<file path="config.mk">
export PLATFORM = sky130hd
export DESIGN_NAME = pwm_dbuf
export DESIGN_NICKNAME = d
export VERILOG_FILES = /design/src/rtl/pwm_dbuf_pkg.sv /design/src/rtl/pwm_dbuf_regs.sv /design/src/rtl/pwm_dbuf_timebase.sv /design/src/rtl/pwm_dbuf_compare.sv /design/src/rtl/pwm_dbuf.sv
export SDC_FILE = /design/constraint.sdc
export NUM_CORES = 1
export LEC_CHECK = 0
export BUFFER_PORTS_ARGS = -buffer_cell sky130_fd_sc_hd__buf_2
export CAP_MARGIN = 20
export CORE_ASPECT_RATIO = 0.5
export CORE_MARGIN = 10
export CORE_UTILIZATION = 30
export CTS_CLUSTER_DIAMETER = 30
export DETAILED_ROUTE_END_ITERATION = 8
export GPL_TIMING_DRIVEN = 1
export PLACE_DENSITY = 0.51
export SETUP_SLACK_MARGIN = 0.1
export SLEW_MARGIN = 40
export SYNTH_ARGS = -nofsm -noshare
export SYNTH_HDL_FRONTEND = slang
export SYNTH_SLANG_ARGS = --single-unit
</file>
<file path="constraint.sdc">
create_clock -name clk_i -period 2.7 [get_ports clk_i]
set_clock_uncertainty 0.05 [all_clocks]
set_input_delay 0.54 -clock clk_i [delete_from_list [all_inputs] [get_ports clk_i]]
set_output_delay 0.54 -clock clk_i [all_outputs]
set_load 0.03 [all_outputs]
</file>
<file path="src/rtl/pwm_dbuf_pkg.sv">
package pwm_dbuf_pkg;
  localparam int FINE_W = 2;

  localparam logic [1:0] ADDR_PERIOD  = 2'd0;
  localparam logic [1:0] ADDR_DUTY_HI = 2'd1;
  localparam logic [1:0] ADDR_CTRL    = 2'd2;

  localparam int CTRL_EN_BIT = 2;
  localparam int CTRL_LO_LSB = 3;

  typedef enum logic [1:0] {
    PRESC_1   = 2'b00,
    PRESC_4   = 2'b01,
    PRESC_16  = 2'b10,
    PRESC_16B = 2'b11
  } presc_e;
endpackage

</file>
<file path="src/rtl/pwm_dbuf_regs.sv">
module pwm_dbuf_regs
  import pwm_dbuf_pkg::*;
#(
  parameter int TMR_W  = 8,
  localparam int DUTY_W = TMR_W + FINE_W
) (
  input  logic              clk_i,
  input  logic              rst_ni,
  input  logic              wr_en_i,
  input  logic [1:0]        wr_addr_i,
  input  logic [TMR_W-1:0]  wr_data_i,
  input  logic              flag_clr_i,
  input  logic              boundary_i,
  output logic [TMR_W-1:0]  pr_o,
  output logic [DUTY_W-1:0] duty_pend_o,
  output presc_e            presc_o,
  output logic              en_o,
  output logic              start_o,
  output logic              flag_o
);
  logic [TMR_W-1:0]  pr_q, dhi_q;
  logic [FINE_W-1:0] dlo_q;
  logic [1:0]        sel_q;
  logic              en_q, flag_q, ctrl_wr;

  assign ctrl_wr = wr_en_i && (wr_addr_i == ADDR_CTRL);
  assign start_o = ctrl_wr && wr_data_i[CTRL_EN_BIT] && !en_q;

  // at enable the low duty bits come straight from the write data
  assign duty_pend_o = start_o ? {dhi_q, wr_data_i[CTRL_LO_LSB +: FINE_W]}
                               : {dhi_q, dlo_q};

  always_ff @(posedge clk_i or negedge rst_ni) begin
    if (!rst_ni) begin
      pr_q   <= '1;
      dhi_q  <= '0;
      dlo_q  <= '0;
      sel_q  <= PRESC_1;
      en_q   <= 1'b0;
      flag_q <= 1'b0;
    end else begin
      if (wr_en_i && wr_addr_i == ADDR_PERIOD)  pr_q  <= wr_data_i;
      if (wr_en_i && wr_addr_i == ADDR_DUTY_HI) dhi_q <= wr_data_i;
      if (ctrl_wr) begin
        sel_q <= wr_data_i[1:0];
        en_q  <= wr_data_i[CTRL_EN_BIT];
        dlo_q <= wr_data_i[CTRL_LO_LSB +: FINE_W];
      end
      if (boundary_i)      flag_q <= 1'b1;
      else if (flag_clr_i) flag_q <= 1'b0;
    end
  end

  assign pr_o    = pr_q;
  assign presc_o = presc_e'(sel_q);
  assign en_o    = en_q;
  assign flag_o  = flag_q;
endmodule

</file>
<file path="src/rtl/pwm_dbuf_timebase.sv">
module pwm_dbuf_timebase
  import pwm_dbuf_pkg::*;
#(
  parameter int TMR_W  = 8,
  localparam int DUTY_W = TMR_W + FINE_W,
  localparam int PRE_W  = FINE_W * 3
) (
  input  logic              clk_i,
  input  logic              rst_ni,
  input  logic              en_i,
  input  logic              start_i,
  input  presc_e            presc_i,
  input  logic [TMR_W-1:0]  pr_i,
  output logic [TMR_W-1:0]  tmr_o,
  output logic [TMR_W-1:0]  pr_act_o,
  output logic              boundary_o,
  output logic [DUTY_W-1:0] pos_nxt_o
);
  localparam logic [PRE_W-1:0] M1  = PRE_W'((1 << FINE_W) - 1);
  localparam logic [PRE_W-1:0] M4  = PRE_W'((1 << (2*FINE_W)) - 1);
  localparam logic [PRE_W-1:0] M16 = PRE_W'((1 << (3*FINE_W)) - 1);

  logic [PRE_W-1:0]  pre_q, pre_n, mask;
  logic [TMR_W-1:0]  tmr_q, tmr_n, pr_q;
  logic [FINE_W-1:0] fine_n;
  logic              step;

  always_comb begin
    unique case (presc_i)
      PRESC_1:  mask = M1;
      PRESC_4:  mask = M4;
      default:  mask = M16;
    endcase
    step       = en_i && ((pre_q & mask) == mask);
    boundary_o = step && (tmr_q == pr_q);
    if (!en_i) begin
      pre_n = '0;
      tmr_n = '0;
    end else if (step) begin
      pre_n = '0;
      tmr_n = boundary_o ? '0 : tmr_q + 1'b1;
    end else begin
      pre_n = pre_q + 1'b1;
      tmr_n = tmr_q;
    end
    unique case (presc_i)
      PRESC_1:  fine_n = pre_n[FINE_W-1:0];
      PRESC_4:  fine_n = pre_n[2*FINE_W-1:FINE_W];
      default:  fine_n = pre_n[3*FINE_W-1:2*FINE_W];
    endcase
  end

  always_ff @(posedge clk_i or negedge rst_ni) begin
    if (!rst_ni) begin
      pre_q <= '0;
      tmr_q <= '0;
      pr_q  <= '1;
    end else begin
      pre_q <= pre_n;
      tmr_q <= tmr_n;
      if (start_i || boundary_o) pr_q <= pr_i;
    end
  end

  assign tmr_o     = tmr_q;
  assign pr_act_o  = pr_q;
  assign pos_nxt_o = {tmr_n, fine_n};
endmodule

</file>
<file path="src/rtl/pwm_dbuf_compare.sv">
module pwm_dbuf_compare #(
  parameter int DUTY_W = 10
) (
  input  logic              clk_i,
  input  logic              rst_ni,
  input  logic              en_i,
  input  logic              start_i,
  input  logic              boundary_i,
  input  logic [DUTY_W-1:0] pos_nxt_i,
  input  logic [DUTY_W-1:0] duty_pend_i,
  output logic [DUTY_W-1:0] shadow_o,
  output logic              pwm_o
);
  logic [DUTY_W-1:0] shadow_q;
  logic              out_q;

  always_ff @(posedge clk_i or negedge rst_ni) begin
    if (!rst_ni) begin
      shadow_q <= '0;
      out_q    <= 1'b0;
    end else if (start_i || boundary_i) begin
      shadow_q <= duty_pend_i;
      out_q    <= (duty_pend_i != '0);
    end else if (!en_i) begin
      out_q <= 1'b0;
    end else if (pos_nxt_i == shadow_q) begin
      // equality on the next position: clears exactly duty*N clocks in
      out_q <= 1'b0;
    end
  end

  assign shadow_o = shadow_q;
  assign pwm_o    = out_q;
endmodule

</file>
<file path="src/rtl/pwm_dbuf.sv">
module pwm_dbuf
  import pwm_dbuf_pkg::*;
#(
  parameter int TMR_W  = 8,
  localparam int DUTY_W = TMR_W + FINE_W
) (
  input  logic             clk_i,
  input  logic             rst_ni,
  input  logic             wr_en_i,
  input  logic [1:0]       wr_addr_i,
  input  logic [TMR_W-1:0] wr_data_i,
  input  logic             flag_clr_i,
  output logic             pwm_o,
  output logic             match_flag_o
);
  logic [TMR_W-1:0]  pr_pend, tmr, pr_act;
  logic [DUTY_W-1:0] duty_pend, pos_nxt, shadow;
  presc_e            presc;
  logic              en, start, boundary;

  pwm_dbuf_regs #(.TMR_W(TMR_W)) u_regs (
    .clk_i, .rst_ni, .wr_en_i, .wr_addr_i, .wr_data_i, .flag_clr_i,
    .boundary_i  (boundary),
    .pr_o        (pr_pend),
    .duty_pend_o (duty_pend),
    .presc_o     (presc),
    .en_o        (en),
    .start_o     (start),
    .flag_o      (match_flag_o)
  );

  pwm_dbuf_timebase #(.TMR_W(TMR_W)) u_tb (
    .clk_i, .rst_ni,
    .en_i       (en),
    .start_i    (start),
    .presc_i    (presc),
    .pr_i       (pr_pend),
    .tmr_o      (tmr),
    .pr_act_o   (pr_act),
    .boundary_o (boundary),
    .pos_nxt_o  (pos_nxt)
  );

  pwm_dbuf_compare #(.DUTY_W(DUTY_W)) u_cmp (
    .clk_i, .rst_ni,
    .en_i        (en),
    .start_i     (start),
    .boundary_i  (boundary),
    .pos_nxt_i   (pos_nxt),
    .duty_pend_i (duty_pend),
    .shadow_o    (shadow),
    .pwm_o       (pwm_o)
  );
endmodule

</file>
Word level (Yosys, flattened, before mapping)
Index checks and enable logic that the tools add are counted. W data, S select, Z words.

Register bits after elaboration: 55. Latch bits: 0. Bits in writable memories: 0. ROM bits: 0. Word-level logic and storage cells: 47. Memories: 0.

$add $sub $neg: 2. Multipliers: 0. Div/mod/pow operators: 0. $lt $le $gt $ge: 0. Equality and inequality tests: 7. Shift operators: 0. Muxes and demuxes: 13. Bitwise logic cells: 1. Reductions and logical operators: 13.

Operator list (count): $mux W8 (3); $mux W6 (2); $pmux W6 S2 (1); $eq A10 B10 Y1 (1); $reduce_bool A10 Y1 (1); $add A8 B1 Y8 const B (1); $eq A8 B8 Y1 (1); $logic_and A1 B1 Y1 (7); $add A6 B1 Y6 const B (1); $and A6 B6 Y6 (1); $eq A6 B6 Y1 (1); $mux W1 (5); $eq A2 B1 Y1 const B (2); $logic_not A2 Y1 (2); $pmux W2 S2 (1); $ne A3 B1 Y1 const B (1); $eq A2 B2 Y1 const B (1); $mux W2 (1); $reduce_bool A2 Y1 (1); $logic_not A1 Y1 (1); $logic_or A1 B1 Y1 (1).

Longest topological paths before layout
Gate-level depths: netlist (run 1).

Word-level depth: 13. Depth in mapped cells: 10. Depth with buffers taken out: 8.

Cells and area by module
Synthesis (run 1) repeated with hierarchy kept, for this count alone.

Cells, all modules: 215. Area total of the unflattened synthesis: 2715.1 µm².

By module, submodules not included: pwm_dbuf_timebase (times used 1, cells an instance 122, area each 1261.2 µm², seq. area each 560.5 µm²); pwm_dbuf_regs (times used 1, cells an instance 51, area each 899.6 µm², seq. area each 560.5 µm²); pwm_dbuf_compare (times used 1, cells an instance 42, area each 554.3 µm², seq. area each 275.3 µm²).

Least setup slack after synthesis (run 1)
OpenSTA, ideal clock, no wires.

Kind: reg2reg. Start: reg u_tb.pre_q[0]. End: reg u_cmp.out_q (netlist: u_cmp.pwm_o). Setup time: 0.133 ns. Data arrival time: 1.975 ns. Path slack: 0.541 ns. Cell stages (with the launch flop): 10. Cell sequence: dfrtp_1 -> ha_1 -> buf_6 -> or4b_1 -> o21ai_0 -> xnor2_1 -> nor2_1 -> nor4_1 -> and4_1 -> a31oi_1.

Cells in the longest elaborated chain, start to end: 9. Elaborated cells on any way between the ends: 15. Classes of those cells: add/sub: 1; eq/ne: 3; mux: 7; bitwise: 1; reduce/logical: 3.

Ends and longest elaborated chain: start: declaration (line pwm_dbuf_timebase.sv:23) `logic [PRE_W-1:0] pre_q, pre_n, mask;`; start signal: assignment (line pwm_dbuf_timebase.sv:59) `pre_q <= pre_n;`; branches (longest 9 deep; another with $add A6 B1 Y6); end signal: assignment (line pwm_dbuf_compare.sv:23) `out_q <= (duty_pend_i != '0);`; end: declaration (line pwm_dbuf_compare.sv:15) `logic out_q;`.

Several ways; the timed one is not identified. A chain may end at the register's enable or synchronous reset.

Worst setup path after layout (run 1)
Same ends and word-level chain as after synthesis.

==> results of run 1 <==
cell usage after synthesis, types with 2 or more instances:
| master | n | area (µm²) |
|---|---|---|
| dfrtp_1 | 39 | 976 |
| mux2_2 | 29 | 327 |
| nor2_1 | 18 | 67.6 |
| dfstp_2 | 16 | 420 |
| xor2_1 | 15 | 131 |
| nand2_1 | 14 | 52.6 |
| mux2_1 | 8 | 90.1 |
| o21ai_0 | 8 | 40.0 |
| xnor2_1 | 8 | 70.1 |
| buf_6 | 6 | 67.6 |
| inv_1 | 6 | 22.5 |
| nand3_1 | 6 | 30.0 |
| a21oi_1 | 4 | 20.0 |
| mux2i_1 | 4 | 40.0 |
| nor4_1 | 4 | 25.0 |
| nand3b_1 | 3 | 22.5 |
| nand4_1 | 3 | 18.8 |
| nor3_1 | 3 | 15.0 |
| o22ai_1 | 3 | 18.8 |
| a211o_1 | 2 | 17.5 |
| a21oi_2 | 2 | 17.5 |
| a22oi_1 | 2 | 15.0 |
| a31oi_1 | 2 | 12.5 |
| ha_1 | 2 | 25.0 |
| nand4b_1 | 2 | 17.5 |
| nor3b_2 | 2 | 25.0 |
| nor4_4 | 2 | 42.5 |
layout make-up:
cell class,count,area share
multi-input combinational,170,0.431
sequential,55,0.426
tap,135,0.0515
clock buffer,5,0.0381
timing repair buffer,19,0.0320
clock inverter,3,0.0153
inverter,6,0.00686
path summary, 6_finish.rpt:
check / slack, ns / endpoint
max: 0.33 / u_cmp.pwm_o
min: 0.33 / u_regs.presc_o[0]
max reg2reg: 0.33 / u_cmp.pwm_o
min reg2reg: 0.48 / u_cmp.shadow_o[6]
max in group asynchronous: 1.82 / u_tb.tmr_o[4]
min in group clk_i: 0.40 / u_regs.flag_o
worst register-to-register path: stages (launching register included):
cell	delay, ns
dfrtp_1	0.43
ha_1	0.32
or4b_1	0.52
o21ai_0	0.13
xnor2_1	0.15
nor2_1	0.06
nor4_1	0.29
and4_1	0.23
a31oi_1	0.08
cells by family after synthesis:
family / count (synthesis) / synth area share
AND/OR/NAND/NOR: 68 / 0.148
flip-flops: 55 / 0.482
multiplexers: 41 / 0.158
AO/OA/AOI/OAI: 35 / 0.0984
XOR/XNOR: 24 / 0.0751
buffers and inverters: 12 / 0.0311
adder cells (fa/ha/maj): 2 / 0.00863
power by group:
| group | switching, mW | internal [mW] | leakage [nW] |
|---|---|---|---|
| Combinational | 0.273 | 0.287 | 0.596 |
| Sequential | 0.201 | 1.05 | 0.663 |
| Clock | 0.320 | 0.448 | 0.0863 |
| Total | 0.794 | 1.78 | 1.34 |
sequential cells by signal, indices dropped and copies added, names as in the netlist, 2 cells and up:
register and flops:
u_regs.presc_o 2, u_regs.dhi_q 8, u_regs.dlo_q 2, u_tb.tmr_o 8
u_cmp.shadow_o 10, u_tb.pre_q 6, u_regs.pr_o 8, u_tb.pr_act_o 8
stage by stage:
stage	hold WS, ns	util	instance area [µm²]	power, mW
after floorplan	0.194	-	2900	1.64
after global placement	0.431	0.330	3110	1.81
after detailed placement	0.458	0.330	3110	1.83
after CTS	0.346	0.348	3280	2.60
after global routing	0.393	0.348	3280	2.72
final	0.328	0.348	3280	2.57
per-layer routing:
metal | up-vias | part of all wire | GRT usage
met5 | - | 0 | 0
met4 | 0 | 0.017 | 0.0359
met3 | 7 | 0.022 | 0.0216
met2 | 18 | 0.45 | 0.142
met1 | 939 | 0.51 | 0.124
li1 | 914 | - | -
==> results.yml, run 1 <==
grt:
  grt_max_degree: 56
  grt_pass1_vias: 1925
  grt_pass1_wl_um: 10400
  grt_overflow: 0
  track_usage: 0.0924
  antenna_found_initial: 0
floorplanning:
  num_rows: 25
  die_x_um: 159
  fp.dieArea_um2: 14200
  io_pins: 16
  core_area_um2: 9420
  die_h_um: 89.5
  start_util: 0.308
timing:
  worstMarginPinSlew_ns: 0.766
  maxSlewViolCount: 0
  fmax_ghz: 0.421
  rsz0062_at_grt: "false"
  fin_crit_ns: 2.37
  tns_ns: 0
  hold_violations: 0
  fin_ws_ns: 0.325
  fin_crit_sh: 0.880
  setup_viol: 0
  max_slew_margin: 0.487
yosys:
  synth_edf_count: 0
  netlist_area_um2: 2900
  syn-instance-count: 237
  async_flop_share: 1.00
  syn_avg_cell_area_um2: 12.2
  synth-main-ff-cell: "dfrtp_1"
  ys_warn_count: 0
  ys_ff_latch: 55
  mappedNetlistNets: 253
  yosysSeqAreaShare: 0.482
  synth.distinct_cells: 51
detailed_routing:
  wl_um: 6220
  viasPerCell: 4.78
  drt_iter0_markers: 134
  wl_per_cell_um: 15.8
  drc: 0
  ant_nets: 0
  dr_total_vias: 1878
  dr.pass1.iters: 4
clock_network:
  htree_levels: 2
  clk_pin_slew_ns: 0.07
  cts-resized-gates: 0
  cts_tree: "built"
  cts_buffer_depth: 2
  ctsHoldBuffers: 0
  clkSinkCount: 55
  numCtsBuffers: 5
  clock-root-buffer: "clkbuf_16"
  cts_setup_buffers: 0
  clk_latency_ns: 0.30
power_and_ir_drop:
  max-vdd-ir-drop_mv: 0.447
  power_density_nw_per_um2: 785
  power_leakage_nw: 1.34
worst_setup_path:
  crit_type: "reg -> reg"
  cp_data_arrival_time_ns: 2.49
  required_ns: 2.81
  start_kind: "flop"
  crit_family: "simple AND/OR/NAND/NOR gates"
  max_stage_delay_ns: 0.52
  slowest_stage: "or4b_1"
  worstSetupPathDepth: 8
  reg2regPathDepth: 8
  crit_chain: "ha_1 -> or4b_1 -> o21ai_0 -> xnor2_1 -> nor2_1 -> nor4_1 -> and4_1 -> a31oi_1"
  startpoint: "u_tb.pre_q[0]"
  r2r-start: "u_tb.pre_q[0]"
  critPathMaxFanout: 9
  critPathBufInv: 0
  crit_path_end_kind: "flop"
worst_hold_path:
  hold_class: "in -> async"
cells_and_area:
  regArea_um2: 1400
  syn_to_final_growth_pct: 13.2
  multiInputGateArea_um2: 1410
  drive_gt1_frac: 0.341
  final_common_cell: "dfrtp_1"
  nNetsFinal: 273
  fin_cells: 393
  fill_cells: 950
  antennaDiodeCount: 0
  final_cell_mix: "39 x dfrtp_1, 29 x mux2_2, 18 x nor2_1"
placement:
  detailed_place_hpwl_um: 4650
  gp_congestion: 0.866
  io_buffers: 15
  post-place-cells: 385
  pre_cts_ws_ns: 0.286
flow_run:
  max-cap-violations: 0
run_status:
  status: "completed"
Note: power is estimated with default switching activity, not from simulation.
==> inputs of run 2 (changes only) <==
CORE_ASPECT_RATIO = 1.1   (was 0.5)
RECOVER_POWER = 25   (was unset)
==> results.yml, run 2 (synthesis results as in run 1) <==
floorplanning:
  die_h_um: 123
  start_util: 0.308
  fp.dieArea_um2: 14000
  num_rows: 37
  io_pins: 16
  core_area_um2: 9400
  die_x_um: 114
cells_and_area:
  final_common_cell: "dfrtp_1"
  regArea_um2: 1400
  antennaDiodeCount: 0
  final_cell_mix: "39 x dfrtp_1, 29 x mux2_2, 18 x nor2_1"
  fill_cells: 942
  nNetsFinal: 276
  largest_register_ffs: 10
  multiInputGateArea_um2: 1420
  drive_gt1_frac: 0.349
  syn_to_final_growth_pct: 11.3
detailed_routing:
  drt_iter0_markers: 108
  ant_nets: 0
  viasPerCell: 4.94
  wl_um: 5970
  drc: 0
  dr.pass1.iters: 4
  dr_total_vias: 1866
  wl_per_cell_um: 15.8
clock_network:
  clock-root-buffer: "clkbuf_8"
  cts_setup_buffers: 0
  htree_levels: 2
  cts_tree: "built"
  clk_latency_ns: 0.31
  numCtsBuffers: 5
  cts-resized-gates: 0
  ctsHoldBuffers: 0
  clkSinkCount: 55
  clk_pin_slew_ns: 0.10
  cts_buffer_depth: 2
grt:
  antenna_found_initial: 0
  grt_pass1_wl_um: 10100
  grt_pass1_vias: 1880
  grt_overflow: 0
  track_usage: 0.0905
  grt_max_degree: 32
timing:
  rsz0062_at_grt: "false"
  hold_violations: 0
  fin_ws_ns: 0.309
  maxSlewViolCount: 32
  tns_ns: 0
  setup_viol: 0
  max_slew_margin: -0.111
  fin_crit_ns: 2.39
  fmax_ghz: 0.418
  worstMarginPinSlew_ns: 1.67
  fin_crit_sh: 0.886
placement:
  pre_cts_ws_ns: 0.191
  io_buffers: 15
  gp_congestion: 0.784
  detailed_place_hpwl_um: 4670
worst_setup_path:
  slowest_stage: "or4b_1"
  max_stage_delay_ns: 0.52
  r2r-start: "u_tb.pre_q[0]"
  startpoint: "u_tb.pre_q[0]"
  required_ns: 2.85
  start_kind: "flop"
  crit_family: "simple AND/OR/NAND/NOR gates"
  crit_chain: "ha_1 -> or4b_1 -> o21ai_0 -> xnor2_1 -> nor2_1 -> nor4_2 -> and4_1 -> a31oi_1"
  critPathBufInv: 0
  crit_type: "reg -> reg"
  crit_path_end_kind: "flop"
  cp_data_arrival_time_ns: 2.54
  critPathMaxFanout: 9
run_status:
  status: "finished with violations"
  violations: "capacitance limit, slew limit"
power_and_ir_drop:
  power_leakage_nw: 1.33
  max-vdd-ir-drop_mv: 0.421
  power_density_nw_per_um2: 732
flow_run:
  max-cap-violations: 1
worst_hold_path:
  holdCritStartpoint: "flag_clr_i"
  hold_class: "in -> reg"
==> run 2: through the flow <==
step / instance area (µm²) / util / hold slack, ns / power, mW / std cells
floorplan: 2900 / - / 0.194 / 1.64 / 237
global placement: 3110 / 0.330 / 0.430 / 1.81 / 370
detailed placement: 3110 / 0.330 / 0.448 / 1.82 / 370
CTS: 3220 / 0.343 / 0.232 / 2.39 / 378
global route: 3230 / 0.343 / 0.343 / 2.51 / 378
finish: 3230 / 0.343 / 0.357 / 2.36 / 378
==> run 2: cell type report <==
cell class | count | area share
sequential | 55 | 0.433
inverter | 6 | 0.00698
multi-input combinational | 170 | 0.440
tap | 117 | 0.0454
clock inverter | 3 | 0.0147
clock buffer | 5 | 0.0213
timing repair buffer | 22 | 0.0392
==> run 2: path summary, 6_finish.rpt <==
kind,to,slack [ns],cells after the start
max,u_cmp.pwm_o,0.31,8
min,u_regs.flag_o,0.36,2
max reg2reg,u_cmp.pwm_o,0.31,8
min reg2reg,u_tb.pre_q[0],0.46,1
max in group asynchronous,u_regs.pr_o[1],0.95,2
min in group asynchronous,u_tb.pre_q[0],0.59,1
==> run 2: metal layers <==
layer	global-route usage	vias to the layer above	routed length, µm
li1	-	909	-
met1	0.114	931	2740
met2	0.151	18	3000
met3	0.0145	8	90
met4	0.0381	0	140
met5	0	-	0
==> run 2: worst register-to-register path: cells and delay by family, from the launching register on <==
| family | cells | cell delay [ns] |
|---|---|---|
| AO/OA/AOI/OAI | 2 | 0.19 |
| XOR/XNOR | 1 | 0.15 |
| adder cells (fa/ha/maj) | 1 | 0.33 |
| flip-flops | 1 | 0.44 |
| AND/OR/NAND/NOR | 4 | 1.12 |
==> run 2: power breakdown <==
group / switching [mW] / internal, mW / total (mW) / leakage, nW
clock network: 0.288 / 0.282 / 0.569 / 0.0587
logic: 0.270 / 0.295 / 0.565 / 0.608
registers: 0.185 / 1.04 / 1.23 / 0.663
